==> config.mk <==
export PLATFORM = sky130hd
export DESIGN_NAME = spec_store_buffer
export DESIGN_NICKNAME = d
export VERILOG_FILES = /design/src/rtl/ssb_pkg.sv /design/src/rtl/ssb_store_array.sv /design/src/rtl/ssb_read_set.sv /design/src/rtl/ssb_ctrl.sv /design/src/rtl/spec_store_buffer.sv
export SDC_FILE = /design/constraint.sdc
export NUM_CORES = 2
export LEC_CHECK = 0
export ABC_AREA = 1
export BUFFER_PORTS_ARGS = -buffer_cell sky130_fd_sc_hd__buf_2
export CAP_MARGIN = 20
export CORE_AREA = 2 2 340 409
export DETAILED_ROUTE_END_ITERATION = 8
export DIE_AREA = 0 0 342 411
export PLACE_DENSITY = 0.68
export SYNTH_ARGS = -nofsm -noshare
export SYNTH_HDL_FRONTEND = slang
export SYNTH_SLANG_ARGS = --single-unit
==> constraint.sdc <==
create_clock -name clk -period 11.75 [get_ports clk]
set_clock_uncertainty 0.2 [all_clocks]
set_input_delay 2.35 -clock clk [delete_from_list [all_inputs] [get_ports clk]]
set_output_delay 2.35 -clock clk [all_outputs]
set_load 0.02 [all_outputs]
==> src/rtl/ssb_pkg.sv <==
package ssb_pkg;

  typedef enum logic {
    MODE_THREAD = 1'b0,
    MODE_TXN    = 1'b1
  } ssb_mode_e;

  // Full when the store queue is at capacity, or, in thread mode, the read set is.
  function automatic logic ssb_is_full(input logic active, input logic txn,
                                       input int st_cnt, input int st_depth,
                                       input int rd_cnt, input int rd_depth);
    return active && ((st_cnt == st_depth) || (!txn && (rd_cnt == rd_depth)));
  endfunction

endpackage

==> src/rtl/ssb_store_array.sv <==
module ssb_store_array #(
  parameter int DEPTH = 16,
  parameter int AW    = 32,
  parameter int DW    = 32,
  localparam int CW   = $clog2(DEPTH + 1),
  localparam int PW   = (DEPTH > 1) ? $clog2(DEPTH) : 1
) (
  input  logic          clk,
  input  logic          rst_n,
  input  logic          wr_en,
  input  logic [AW-1:0] wr_addr,
  input  logic [DW-1:0] wr_data,
  input  logic          clear,
  input  logic          drain_go,
  input  logic          lk_en,
  input  logic [AW-1:0] lk_addr,
  output logic [CW-1:0] count,
  output logic          hit,
  output logic [DW-1:0] hit_data,
  output logic          draining,
  output logic [AW-1:0] drain_addr,
  output logic [DW-1:0] drain_data
);

  logic [AW-1:0] addr_q [DEPTH];
  logic [DW-1:0] data_q [DEPTH];
  logic [CW-1:0] cnt_q;
  logic [PW-1:0] dptr_q;
  logic          draining_q;
  logic          last_drain;

  assign count      = cnt_q;
  assign draining   = draining_q;
  assign drain_addr = addr_q[dptr_q];
  assign drain_data = data_q[dptr_q];
  assign last_drain = draining_q && (CW'(dptr_q) == cnt_q - CW'(1));

  // Youngest match wins: later indices overwrite earlier ones.
  always_comb begin
    hit      = 1'b0;
    hit_data = '0;
    for (int i = 0; i < DEPTH; i++) begin
      if (lk_en && (CW'(i) < cnt_q) && (addr_q[i] == lk_addr)) begin
        hit      = 1'b1;
        hit_data = data_q[i];
      end
    end
  end

  for (genvar g = 0; g < DEPTH; g++) begin : g_slot
    always_ff @(posedge clk) begin
      if (!rst_n) begin
        addr_q[g] <= '0;
        data_q[g] <= '0;
      end else if (wr_en && (PW'(cnt_q) == PW'(g))) begin
        addr_q[g] <= wr_addr;
        data_q[g] <= wr_data;
      end
    end
  end

  always_ff @(posedge clk) begin
    if (!rst_n) begin
      cnt_q      <= '0;
      dptr_q     <= '0;
      draining_q <= 1'b0;
    end else if (clear) begin
      cnt_q      <= '0;
      draining_q <= 1'b0;
      dptr_q     <= '0;
    end else if (drain_go) begin
      draining_q <= 1'b1;
      dptr_q     <= '0;
    end else if (last_drain) begin
      draining_q <= 1'b0;
      cnt_q      <= '0;
      dptr_q     <= '0;
    end else if (draining_q) begin
      dptr_q <= dptr_q + PW'(1);
    end else if (wr_en) begin
      cnt_q <= cnt_q + CW'(1);
    end
  end

  // one store per cycle, in order, until the last one.
  assert_drain_in_order_R2: assert property (@(posedge clk) disable iff (!rst_n)
    (draining_q && !last_drain && !clear) |=> (draining_q && dptr_q == $past(dptr_q) + PW'(1)));

  assert_drain_ends_empty_R2: assert property (@(posedge clk) disable iff (!rst_n)
    (last_drain && !clear) |=> (!draining_q && cnt_q == '0));

endmodule

==> src/rtl/ssb_read_set.sv <==
module ssb_read_set #(
  parameter int RDEPTH = 8,
  parameter int AW     = 32,
  localparam int RCW   = $clog2(RDEPTH + 1),
  localparam int RPW   = (RDEPTH > 1) ? $clog2(RDEPTH) : 1
) (
  input  logic           clk,
  input  logic           rst_n,
  input  logic           rec_en,
  input  logic           clear,
  input  logic [AW-1:0]  addr,
  output logic           seen,
  output logic [RCW-1:0] count
);

  logic [AW-1:0]  rs_q [RDEPTH];
  logic [RCW-1:0] rcnt_q;

  assign count = rcnt_q;

  always_comb begin
    seen = 1'b0;
    for (int i = 0; i < RDEPTH; i++) begin
      if ((RCW'(i) < rcnt_q) && (rs_q[i] == addr)) seen = 1'b1;
    end
  end

  for (genvar g = 0; g < RDEPTH; g++) begin : g_rs
    always_ff @(posedge clk) begin
      if (!rst_n) rs_q[g] <= '0;
      else if (rec_en && !clear && (RPW'(rcnt_q) == RPW'(g))) rs_q[g] <= addr;
    end
  end

  always_ff @(posedge clk) begin
    if (!rst_n)      rcnt_q <= '0;
    else if (clear)  rcnt_q <= '0;
    else if (rec_en) rcnt_q <= rcnt_q + RCW'(1);
  end

  // the read set is never written past its capacity.
  assert_rset_bound_R6: assert property (@(posedge clk) disable iff (!rst_n)
    rec_en |-> (rcnt_q < RCW'(RDEPTH)));

endmodule

==> src/rtl/ssb_ctrl.sv <==
module ssb_ctrl
  import ssb_pkg::*;
#(
  parameter int AW = 32
) (
  input  logic          clk,
  input  logic          rst_n,
  input  logic          start_i,
  input  logic          mode_txn_i,
  input  logic          policy_abort_i,
  input  logic [AW-1:0] handler_pc_i,
  input  logic          req_valid_i,
  input  logic          req_write_i,
  input  logic          req_older_i,
  input  logic          commit_i,
  input  logic          abort_i,
  input  logic          full,
  input  logic          fwd_hit,
  input  logic          rset_seen,
  input  logic          rset_full,
  input  logic          buf_nonempty,
  input  logic          draining,
  output logic          active,
  output logic          txn_mode,
  output logic          own_ld,
  output logic          wr_en,
  output logic          rec_en,
  output logic          buf_clear,
  output logic          rset_clear,
  output logic          drain_go,
  output logic          abort_evt,
  output logic          commit_evt,
  output logic          viol_evt,
  output logic          violation_o,
  output logic          restart_o,
  output logic          redirect_o,
  output logic [AW-1:0] redirect_pc_o,
  output logic          ckpt_restore_o
);

  logic      active_q, policy_q;
  ssb_mode_e mode_q;
  logic [AW-1:0] pc_q;
  logic own_st, older_st, hazard, start_evt, quiet;
  logic viol_q, restart_q, redirect_q, restore_q;

  assign active        = active_q;
  assign txn_mode      = (mode_q == MODE_TXN);
  assign redirect_pc_o = pc_q;
  assign violation_o   = viol_q;
  assign restart_o     = restart_q;
  assign redirect_o    = redirect_q;
  assign ckpt_restore_o = restore_q;

  always_comb begin
    own_ld     = active_q && req_valid_i && !req_older_i && !req_write_i;
    own_st     = active_q && req_valid_i && !req_older_i &&  req_write_i;
    older_st   = req_valid_i && req_write_i && req_older_i;
    abort_evt  = active_q && (abort_i || (full && policy_q));
    commit_evt = active_q && !abort_evt && (commit_i || (full && !policy_q));
    hazard     = active_q && (mode_q == MODE_THREAD) && older_st && rset_seen;
    viol_evt   = hazard && !abort_evt && !commit_evt;
    start_evt  = !active_q && !draining && start_i;
    quiet      = !abort_evt && !commit_evt && !viol_evt;
    wr_en      = quiet && own_st && !full;
    rec_en     = quiet && own_ld && !fwd_hit && (mode_q == MODE_THREAD)
                 && !rset_seen && !rset_full;
    buf_clear  = abort_evt || viol_evt;
    rset_clear = abort_evt || commit_evt || viol_evt;
    drain_go   = commit_evt && buf_nonempty;
  end

  always_ff @(posedge clk) begin
    if (!rst_n) begin
      active_q   <= 1'b0;
      policy_q   <= 1'b0;
      mode_q     <= MODE_THREAD;
      pc_q       <= '0;
      viol_q     <= 1'b0;
      restart_q  <= 1'b0;
      redirect_q <= 1'b0;
      restore_q  <= 1'b0;
    end else begin
      viol_q     <= viol_evt;
      restart_q  <= viol_evt || (abort_evt && mode_q == MODE_THREAD);
      redirect_q <= abort_evt && (mode_q == MODE_TXN);
      restore_q  <= abort_evt && (mode_q == MODE_TXN);
      if (start_evt) begin
        active_q <= 1'b1;
        mode_q   <= mode_txn_i ? MODE_TXN : MODE_THREAD;
        policy_q <= policy_abort_i;
        pc_q     <= handler_pc_i;
      end else if (abort_evt || commit_evt) begin
        active_q <= 1'b0;
      end
    end
  end

  // a transaction window never reports a dependence violation.
  assert_txn_no_violation_R8: assert property (@(posedge clk) disable iff (!rst_n)
    (active_q && mode_q == MODE_TXN) |=> !viol_q);

  // a redirect always comes with a checkpoint restore and never with a restart.
  assert_redirect_restores_R9: assert property (@(posedge clk) disable iff (!rst_n)
    redirect_q |-> (restore_q && !restart_q));

endmodule

==> src/rtl/spec_store_buffer.sv <==
module spec_store_buffer
  import ssb_pkg::*;
#(
  parameter int DEPTH       = 16,
  parameter int RSET_DEPTH  = 8,
  parameter int AW          = 32,
  parameter int DW          = 32
) (
  input  logic          clk,
  input  logic          rst_n,
  input  logic          start_i,
  input  logic          mode_txn_i,
  input  logic          policy_abort_i,
  input  logic [AW-1:0] handler_pc_i,
  input  logic          req_valid_i,
  input  logic          req_write_i,
  input  logic          req_older_i,
  input  logic [AW-1:0] req_addr_i,
  input  logic [DW-1:0] req_wdata_i,
  input  logic          commit_i,
  input  logic          abort_i,
  output logic          fwd_hit_o,
  output logic [DW-1:0] fwd_data_o,
  output logic          mem_rd_req_o,
  output logic          drain_valid_o,
  output logic [AW-1:0] drain_addr_o,
  output logic [DW-1:0] drain_data_o,
  output logic          drain_busy_o,
  output logic          full_o,
  output logic          violation_o,
  output logic          restart_o,
  output logic          redirect_o,
  output logic [AW-1:0] redirect_pc_o,
  output logic          ckpt_restore_o
);

  localparam int CW  = $clog2(DEPTH + 1);
  localparam int RCW = $clog2(RSET_DEPTH + 1);

  logic [CW-1:0]  buf_count;
  logic [RCW-1:0] rset_count;
  logic active, txn_mode, own_ld, wr_en, rec_en, buf_clear, rset_clear, drain_go;
  logic abort_evt, commit_evt, viol_evt;
  logic fwd_hit, rset_seen, rset_full, draining, full;

  assign full      = ssb_is_full(active, txn_mode, int'(buf_count), DEPTH,
                                 int'(rset_count), RSET_DEPTH);
  assign rset_full = (rset_count == RCW'(RSET_DEPTH));

  ssb_ctrl #(.AW(AW)) u_ctrl (
    .clk(clk), .rst_n(rst_n), .start_i(start_i), .mode_txn_i(mode_txn_i),
    .policy_abort_i(policy_abort_i), .handler_pc_i(handler_pc_i),
    .req_valid_i(req_valid_i), .req_write_i(req_write_i), .req_older_i(req_older_i),
    .commit_i(commit_i), .abort_i(abort_i), .full(full), .fwd_hit(fwd_hit),
    .rset_seen(rset_seen), .rset_full(rset_full), .buf_nonempty(buf_count != '0),
    .draining(draining), .active(active), .txn_mode(txn_mode), .own_ld(own_ld),
    .wr_en(wr_en), .rec_en(rec_en), .buf_clear(buf_clear), .rset_clear(rset_clear),
    .drain_go(drain_go), .abort_evt(abort_evt), .commit_evt(commit_evt),
    .viol_evt(viol_evt), .violation_o(violation_o), .restart_o(restart_o),
    .redirect_o(redirect_o), .redirect_pc_o(redirect_pc_o),
    .ckpt_restore_o(ckpt_restore_o)
  );

  ssb_store_array #(.DEPTH(DEPTH), .AW(AW), .DW(DW)) u_store (
    .clk(clk), .rst_n(rst_n), .wr_en(wr_en), .wr_addr(req_addr_i),
    .wr_data(req_wdata_i), .clear(buf_clear), .drain_go(drain_go),
    .lk_en(own_ld), .lk_addr(req_addr_i), .count(buf_count), .hit(fwd_hit),
    .hit_data(fwd_data_o), .draining(draining), .drain_addr(drain_addr_o),
    .drain_data(drain_data_o)
  );

  ssb_read_set #(.RDEPTH(RSET_DEPTH), .AW(AW)) u_rset (
    .clk(clk), .rst_n(rst_n), .rec_en(rec_en), .clear(rset_clear),
    .addr(req_addr_i), .seen(rset_seen), .count(rset_count)
  );

  assign fwd_hit_o     = fwd_hit;
  assign mem_rd_req_o  = req_valid_i && !req_write_i && !fwd_hit;
  assign drain_valid_o = draining;
  assign drain_busy_o  = draining;
  assign full_o        = full;

  // nothing leaves toward memory while the window is open.
  assert_no_drain_while_open_R1: assert property (@(posedge clk) disable iff (!rst_n)
    active |-> !drain_valid_o);

  // an abort leaves an empty buffer and no drain.
  assert_abort_discards_R3: assert property (@(posedge clk) disable iff (!rst_n)
    abort_evt |=> (buf_count == '0 && !drain_busy_o));

  // every violation comes with a restart request.
  assert_violation_restarts_R6: assert property (@(posedge clk) disable iff (!rst_n)
    violation_o |-> restart_o);

  // after a violation the read set and buffer are empty.
  assert_violation_clears_R6: assert property (@(posedge clk) disable iff (!rst_n)
    viol_evt |=> (buf_count == '0 && rset_count == '0));

endmodule

**Word level (Yosys, flattened, before mapping)**

Memories as Yosys holds them, arrays and structs flattened. A register that Yosys moved wholly into a read port is not among the register bits.
Index checks and enable logic that the tools add are counted.

- Muxes and demuxes: 165
- Reductions and logical operators: 131
- Divide/modulo/power cells: 0
- $mul: 0
- Eq/ne operators: 51
- Add/subtract/negate cells: 4
- Order comparisons: 24
- Shift operators: 0
- Bitwise gates (word level): 43

Operator list:

| kind | count |
|---|---|
| 32-bit two-way mux | 56 |
| 32-bit equality test | 24 |
| 1-bit two-way mux | 102 |
| 1-bit logical AND | 100 |
| 4-bit equality test, second input constant | 10 |
| 4-bit by 5-bit < comparator with 1-bit output, first input constant | 8 |
| 1-bit bitwise OR | 40 |
| 3-bit by 5-bit < comparator with 1-bit output, first input constant | 4 |
| 4-bit by 3-bit equality test with 1-bit output, second input constant | 4 |
| 3-bit by 4-bit < comparator with 1-bit output, first input constant | 4 |
| 4-bit two-way mux | 4 |
| 5-bit two-way mux | 3 |
| 1-bit logical NOT | 14 |
| 3-bit equality test, second input constant | 4 |
| 1-bit by 5-bit < comparator with 1-bit output, first input constant | 2 |
| 2-bit by 5-bit < comparator with 1-bit output, first input constant | 2 |
| 4-bit by 1-bit adder with 4-bit output, second input constant | 2 |
| 4-bit by 2-bit equality test with 1-bit output, second input constant | 2 |
| 1-bit by 4-bit < comparator with 1-bit output, first input constant | 2 |
| 2-bit by 4-bit < comparator with 1-bit output, first input constant | 2 |
| 1-bit logical OR | 7 |
| 3-bit by 2-bit equality test with 1-bit output, second input constant | 2 |
| 2-bit nonzero test | 3 |
| 5-bit by 1-bit adder with 5-bit output, second input constant | 1 |
| 13 further kinds | 16 |

- Memory bits (writable): 1280
- Register bits after elaboration: 52
- Bits in read-only memories: 0
- Logic and storage cells: 432
- Latch bits: 0
- Memories kept: 3

Memory list:

| memory | words | width | read ports | clocked after Yosys merged registers in | write ports | RTL line | source |
|---|---|---|---|---|---|---|---|
| u_store.addr_q | 16 | 32 | 17 | 1 | 16 | ssb_store_array.sv:25 | `logic [AW-1:0] addr_q [DEPTH];` |
| u_store.data_q | 16 | 32 | 17 | 1 | 16 | ssb_store_array.sv:26 | `logic [DW-1:0] data_q [DEPTH];` |
| u_rset.rs_q | 8 | 32 | 8 | 0 | 8 | ssb_read_set.sv:16 | `logic [AW-1:0] rs_q [RDEPTH];` |

**Longest topological paths before layout**

- Depth after elaboration: 32
- Mapped depth: 29
- Gate-level depth less buffers: 26

**Hierarchy**

From an unflattened synthesis, not the netlist that was laid out.

- Cells, all modules: 8115
- Area total of the unflattened synthesis: 72393.2 um2

Modules (own cells, without submodules):

| module | sequential area each (um2) | area each (um2) | times used | cells an instance |
|---|---|---|---|---|
| ssb_store_array | 31029.8 | 57644.0 | 1 | 6620 |
| ssb_read_set | 7767.4 | 13160.1 | 1 | 1285 |
| ssb_ctrl | 760.7 | 1510.2 | 1 | 196 |
| spec_store_buffer | 0.0 | 78.8 | 1 | 14 |

**Worst setup path after synthesis**

OpenSTA, ideal clock, no wires.

- Kind: in2reg
- From: in req_addr_i[18]
- To: mem u_store.addr_q[12][0] (enable)
- Path buffers: 2
- Data arrival time: 8274 ps
- Library setup time: 574 ps
- Stages: 17
- Required time: 10976 ps
- Setup slack: 2702 ps
- Cells stage by stage: buf_2 > inv_2 > buf_4 > or2_1 > nand3_1 > nor3_1 > nand2_1 > nor2_1 > nand3_1 > nand3_1 > nand2_1 > nand2_1 > nand2_2 > nand3_4 > nor2_8 > nand2_1 > o21ai_0

RTL lines:

| element | RTL line | source |
|---|---|---|
| from (decl) | spec_store_buffer.sv:18 | `input logic [AW-1:0] req_addr_i,` |
| to (decl) | ssb_store_array.sv:25 |  |

**Worst setup path after layout**

- From: in req_addr_i[17]
- To: out fwd_data_o[17]

- Cells in the longest elaborated chain, start to end: 18
- Elaborated cells between the ends (all ways): 48
- Classes of those cells: eq/ne: 16; mux: 16; reduce/logical: 16

Ends and longest elaborated chain:

| element | RTL line | source |
|---|---|---|
| 32-bit equality test | ssb_store_array.sv:43 | `if (lk_en && (CW'(i) < cnt_q) && (addr_q[i] == lk_addr)) begin` |
| 1-bit logical AND | ssb_store_array.sv:43 |  |
| 32-bit two-way mux (15 in series) | ssb_store_array.sv:43 |  |
| 32-bit two-way mux (*) | ssb_store_array.sv:43 |  |
| to (decl) | spec_store_buffer.sv:23 | `output logic [DW-1:0] fwd_data_o,` |

Mark *: on every way between the ends. The rest lies on a longest branch, timed or not.

==> summary.txt <==
Synth
  – Mean Syn Cell Area: 9.31 µm²
  – Largest family of logic cells by synthesized area: simple AND/OR/NAND/NOR gates
  – Synth Area in XOR/XNOR: 5.63%
  – Commonest cells post-synth: 1312 x nor2_1, 1280 x edfxtp_1, 962 x nand2_1
  – Top-count cell post-synth: nor2_1
  – Net Count, Synth: 8140
  – Leading area contributor after synthesis: edfxtp_1
  – Distinct cells, synth: 59
  – Cell Area, Synth: 74700 µm²
  – Fraction of registers with async set/reset: 0%
  – Top FF cell, synth: edfxtp_1
  – Synth Instances: 8022
  – Synth area leaders: edfxtp_1 51%, nor2_1 6.6%, o21ai_0 5.1%
  – Synth Area in Compound Gates: 11.9%
  – Simple-Gate Fraction of Synth Area: 21.8%
  – Number of synthesized flops with an enable pin: 1280
  – Warnings from Yosys: 0
  – Synth Area in Adders: 0.201%
  – Mux cell area share after synthesis: 0%
  – Sequential share of the synthesized area: 52.9%
  – FF+latch count, synth: 1336
  – Yosys top cell area share: 51.4%

Die
  – Die Height: 411 µm
  – Die W: 342 µm
  – Top-Level Pins: 243
  – DIE AREA: 141000 µm²
  – Core area: 137000 µm²
  – Initial Utilization: 54.6%
  – Num rows: 149

Pwr
  – Clock network power share: 41.7%
  – Switching share of total power: 25.6%
  – P_sw: 2.83 mW
  – Worst VDD drop: 178 µV
  – Gate power share: 8.8%
  – P_int: 8.23 mW
  – PwrDens: 137 nW/µm²
  – Flop pwr share: 49.5%
  – Static Leak: 30.0 nW
  – Power consumption: 11.1 mW

Routing
  – WL final: 312000 µm
  – TritonRoute pass-1 iters: 7
  – Met1 wire length: 103000 µm
  – Vias: 64939
  – Drt via density: 6.64
  – DR WL met2: 137000 µm
  – Drt drc: 0
  – Max Used Layer: met5
  – Initial drt markers: 10915
  – Antenna Nets Post-Route: 0
  – Wire length per cell: 31.9 µm
  – WL met3: 36900 µm

CTS
  – CTS root buf: clkbuf_16
  – Clk buf depth: 3
  – CTS tree: yes
  – Post-CTS setup buffers: 0
  – Clock latency on the worst-skew pair: 800 ps
  – CTS buffer count: 143
  – Worst-path clk slew: 60 ps
  – Htree depth: 4
  – CTS Hold Bufs: 0
  – Post-CTS Resized: 0
  – Sink Count: 1336

Layout
  – # nets final: 7974
  – Fillers: 11877
  – Share of cells above drive strength 1: 14.2%
  – Post-Layout Inst Area: 80900 µm²
  – Synthesis-to-layout area growth: 8.22%

Global route
  – Gr ovfl total: 0
  – Overall Global Routing Usage: 43.6%
  – Initial antenna violation count: 13
  – Largest net degree at the start of global routing: 163
  – First-pass GRT wire length: 438000 µm
  – Vias in the first global route: 60703

Outcome
  – Status: finished, final reports clean

STA
  – RSZ-0062 raised after global routing: no
  – Rel. slew slack: 14.7%
  – Fmax: 103 MHz
  – Fin crit share: 82.8%
  – Final max-slew violation count: 0
  – Final Setup Violations: 0
  – Slew @ Worst Pin: 1280 ps
  – Final min period: 9730 ps
  – Hold Fails Final Rpt: 0
  – Setup_tns: 0 ps

Placement
  – GP Congestion: 1.05
  – I/O Buffers: 242
  – Hpwl dp: 198000 µm
  – DP Area: 76200 µm²

Critical path
  – CP endpoint kind: output pin
  – Critical path arrival: 7180 ps
  – Crit-path max FO: 27
  – Critical path class: in -> out
  – Startpoint Class: primary input
  – CP required: 9200 ps

Run
  – Max-Cap Viols: 0

Hold path
  – Hold Path Class: reg -> reg
## through the flow
step / util (%) / cells / hold WS, ps / worst slack [ps]
floorplan: - / 8022 / 244 / 2700
global placement: 55.7 / 9519 / 257 / 2350
detailed placement: 55.7 / 9520 / 263 / 2320
CTS: 59.0 / 9773 / 271 / 2300
global route: 59.1 / 9776 / 300 / 1900
finish: 59.1 / 9785 / 270 / 2020
## cell families (layout without fill, tap and decap cells)
| family | after synthesis | count (layout) |
|---|---|---|
| buf+inv | 1259 | 1201 |
| xor+xnor | 480 | 480 |
| flops | 1336 | 1336 |
| compound gates | 1546 | 1546 |
| fa+ha+maj | 12 | 12 |
| other cells | 0 | 9 |
| simple gates | 3389 | 3389 |
## sequential cells by signal, summed over array words and instances, names as in the netlist, named ones only
| signal | count |
|---|---|
| u_ctrl.active | 1 |
| u_ctrl.policy_q | 1 |
| u_ctrl.redirect_o | 1 |
| u_ctrl.redirect_pc_o | 32 |
| u_ctrl.restart_o | 1 |
| u_ctrl.txn_mode | 1 |
| u_ctrl.violation_o | 1 |
| u_rset.count | 4 |
| u_rset.rs_q | 256 |
| u_store.addr_q | 512 |
| u_store.count | 5 |
| u_store.data_q | 512 |
| u_store.dptr_q | 4 |
| u_store.draining | 1 |
## power groups by stage
stage	logic, mW	clock network, mW	registers [mW]
2_1_floorplan	0.528	0	5.56
6_report	0.971	4.61	5.48
4_1_cts	0.928	4.60	5.47
3_5_place_dp	0.925	0	5.57
5_1_grt	0.989	4.77	5.49
3_3_place_gp	0.921	0	5.56
## worst max-delay path: stages
cell      delay [ps]
buf_2            110
buf_4            280
xnor2_1          820
nand4_1          260
nor4_1           660
nand3_1          420
inv_1            450
buf_4            500
nor2_2           150
buf_4            300
a221oi_1         320
nand2_1          170
nand2_1           90
a21oi_1           90
buf_2            170
## worst paths after layout
path	start	endpoint	slack [ps]	cells after the start
max reg2reg	u_rset.count[2]	u_store.data_q[7][2]	5670	19
min	u_ctrl.policy_q	u_ctrl.policy_q	270	2
min reg2reg	u_ctrl.policy_q	u_ctrl.policy_q	270	2
max	req_addr_i[17]	fwd_data_o[17]	2020	15
## routing by layer
layer,global-route usage (%),up-vias
met2,66.1,5264
met5,0,-
met3,9.34,1295
met1,52.2,31078
li1,-,27292
met4,39.3,10
## cell type report
class | instances | area, µm² | area share [%]
inverter | 530 | 2020 | 2.49
multi-input combinational | 5427 | 29800 | 36.8
clock buffer | 183 | 3840 | 4.75
sequential | 1336 | 39600 | 48.9
clock inverter | 70 | 739 | 0.915
timing repair buffer | 418 | 2610 | 3.23
tap | 1812 | 2270 | 2.80
antenna | 9 | 22.5 | 0.0279
## layout by cell type, fill, tap and decap left out, types with 6 or more instances in the layout
master,count
a211oi_1,33
a21oi_1,353
a221oi_1,53
a22o_1,13
buf_2,241
buf_4,171
bufinv_16,15
clkbuf_1,33
clkbuf_16,147
clkinv_1,32
clkinv_2,22
dfxtp_1,52
diode_2,9
edfxtp_1,1280
ha_1,12
inv_1,487
inv_2,31
nand2_1,937
nand2_2,6
nand2_4,24
nand3_1,193
nand3_2,11
nand3_4,9
nand3b_1,7
nand4_1,112
nor2_1,1309
nor2_2,65
nor2_4,7
nor3_1,291
nor3_2,307
nor4_1,48
o2111ai_1,11
o211ai_1,115
o21ai_0,761
o221ai_1,81
o22ai_1,112
or2_2,36
xnor2_1,371
xor2_1,109
Note: power is estimated with default switching activity, not from simulation.
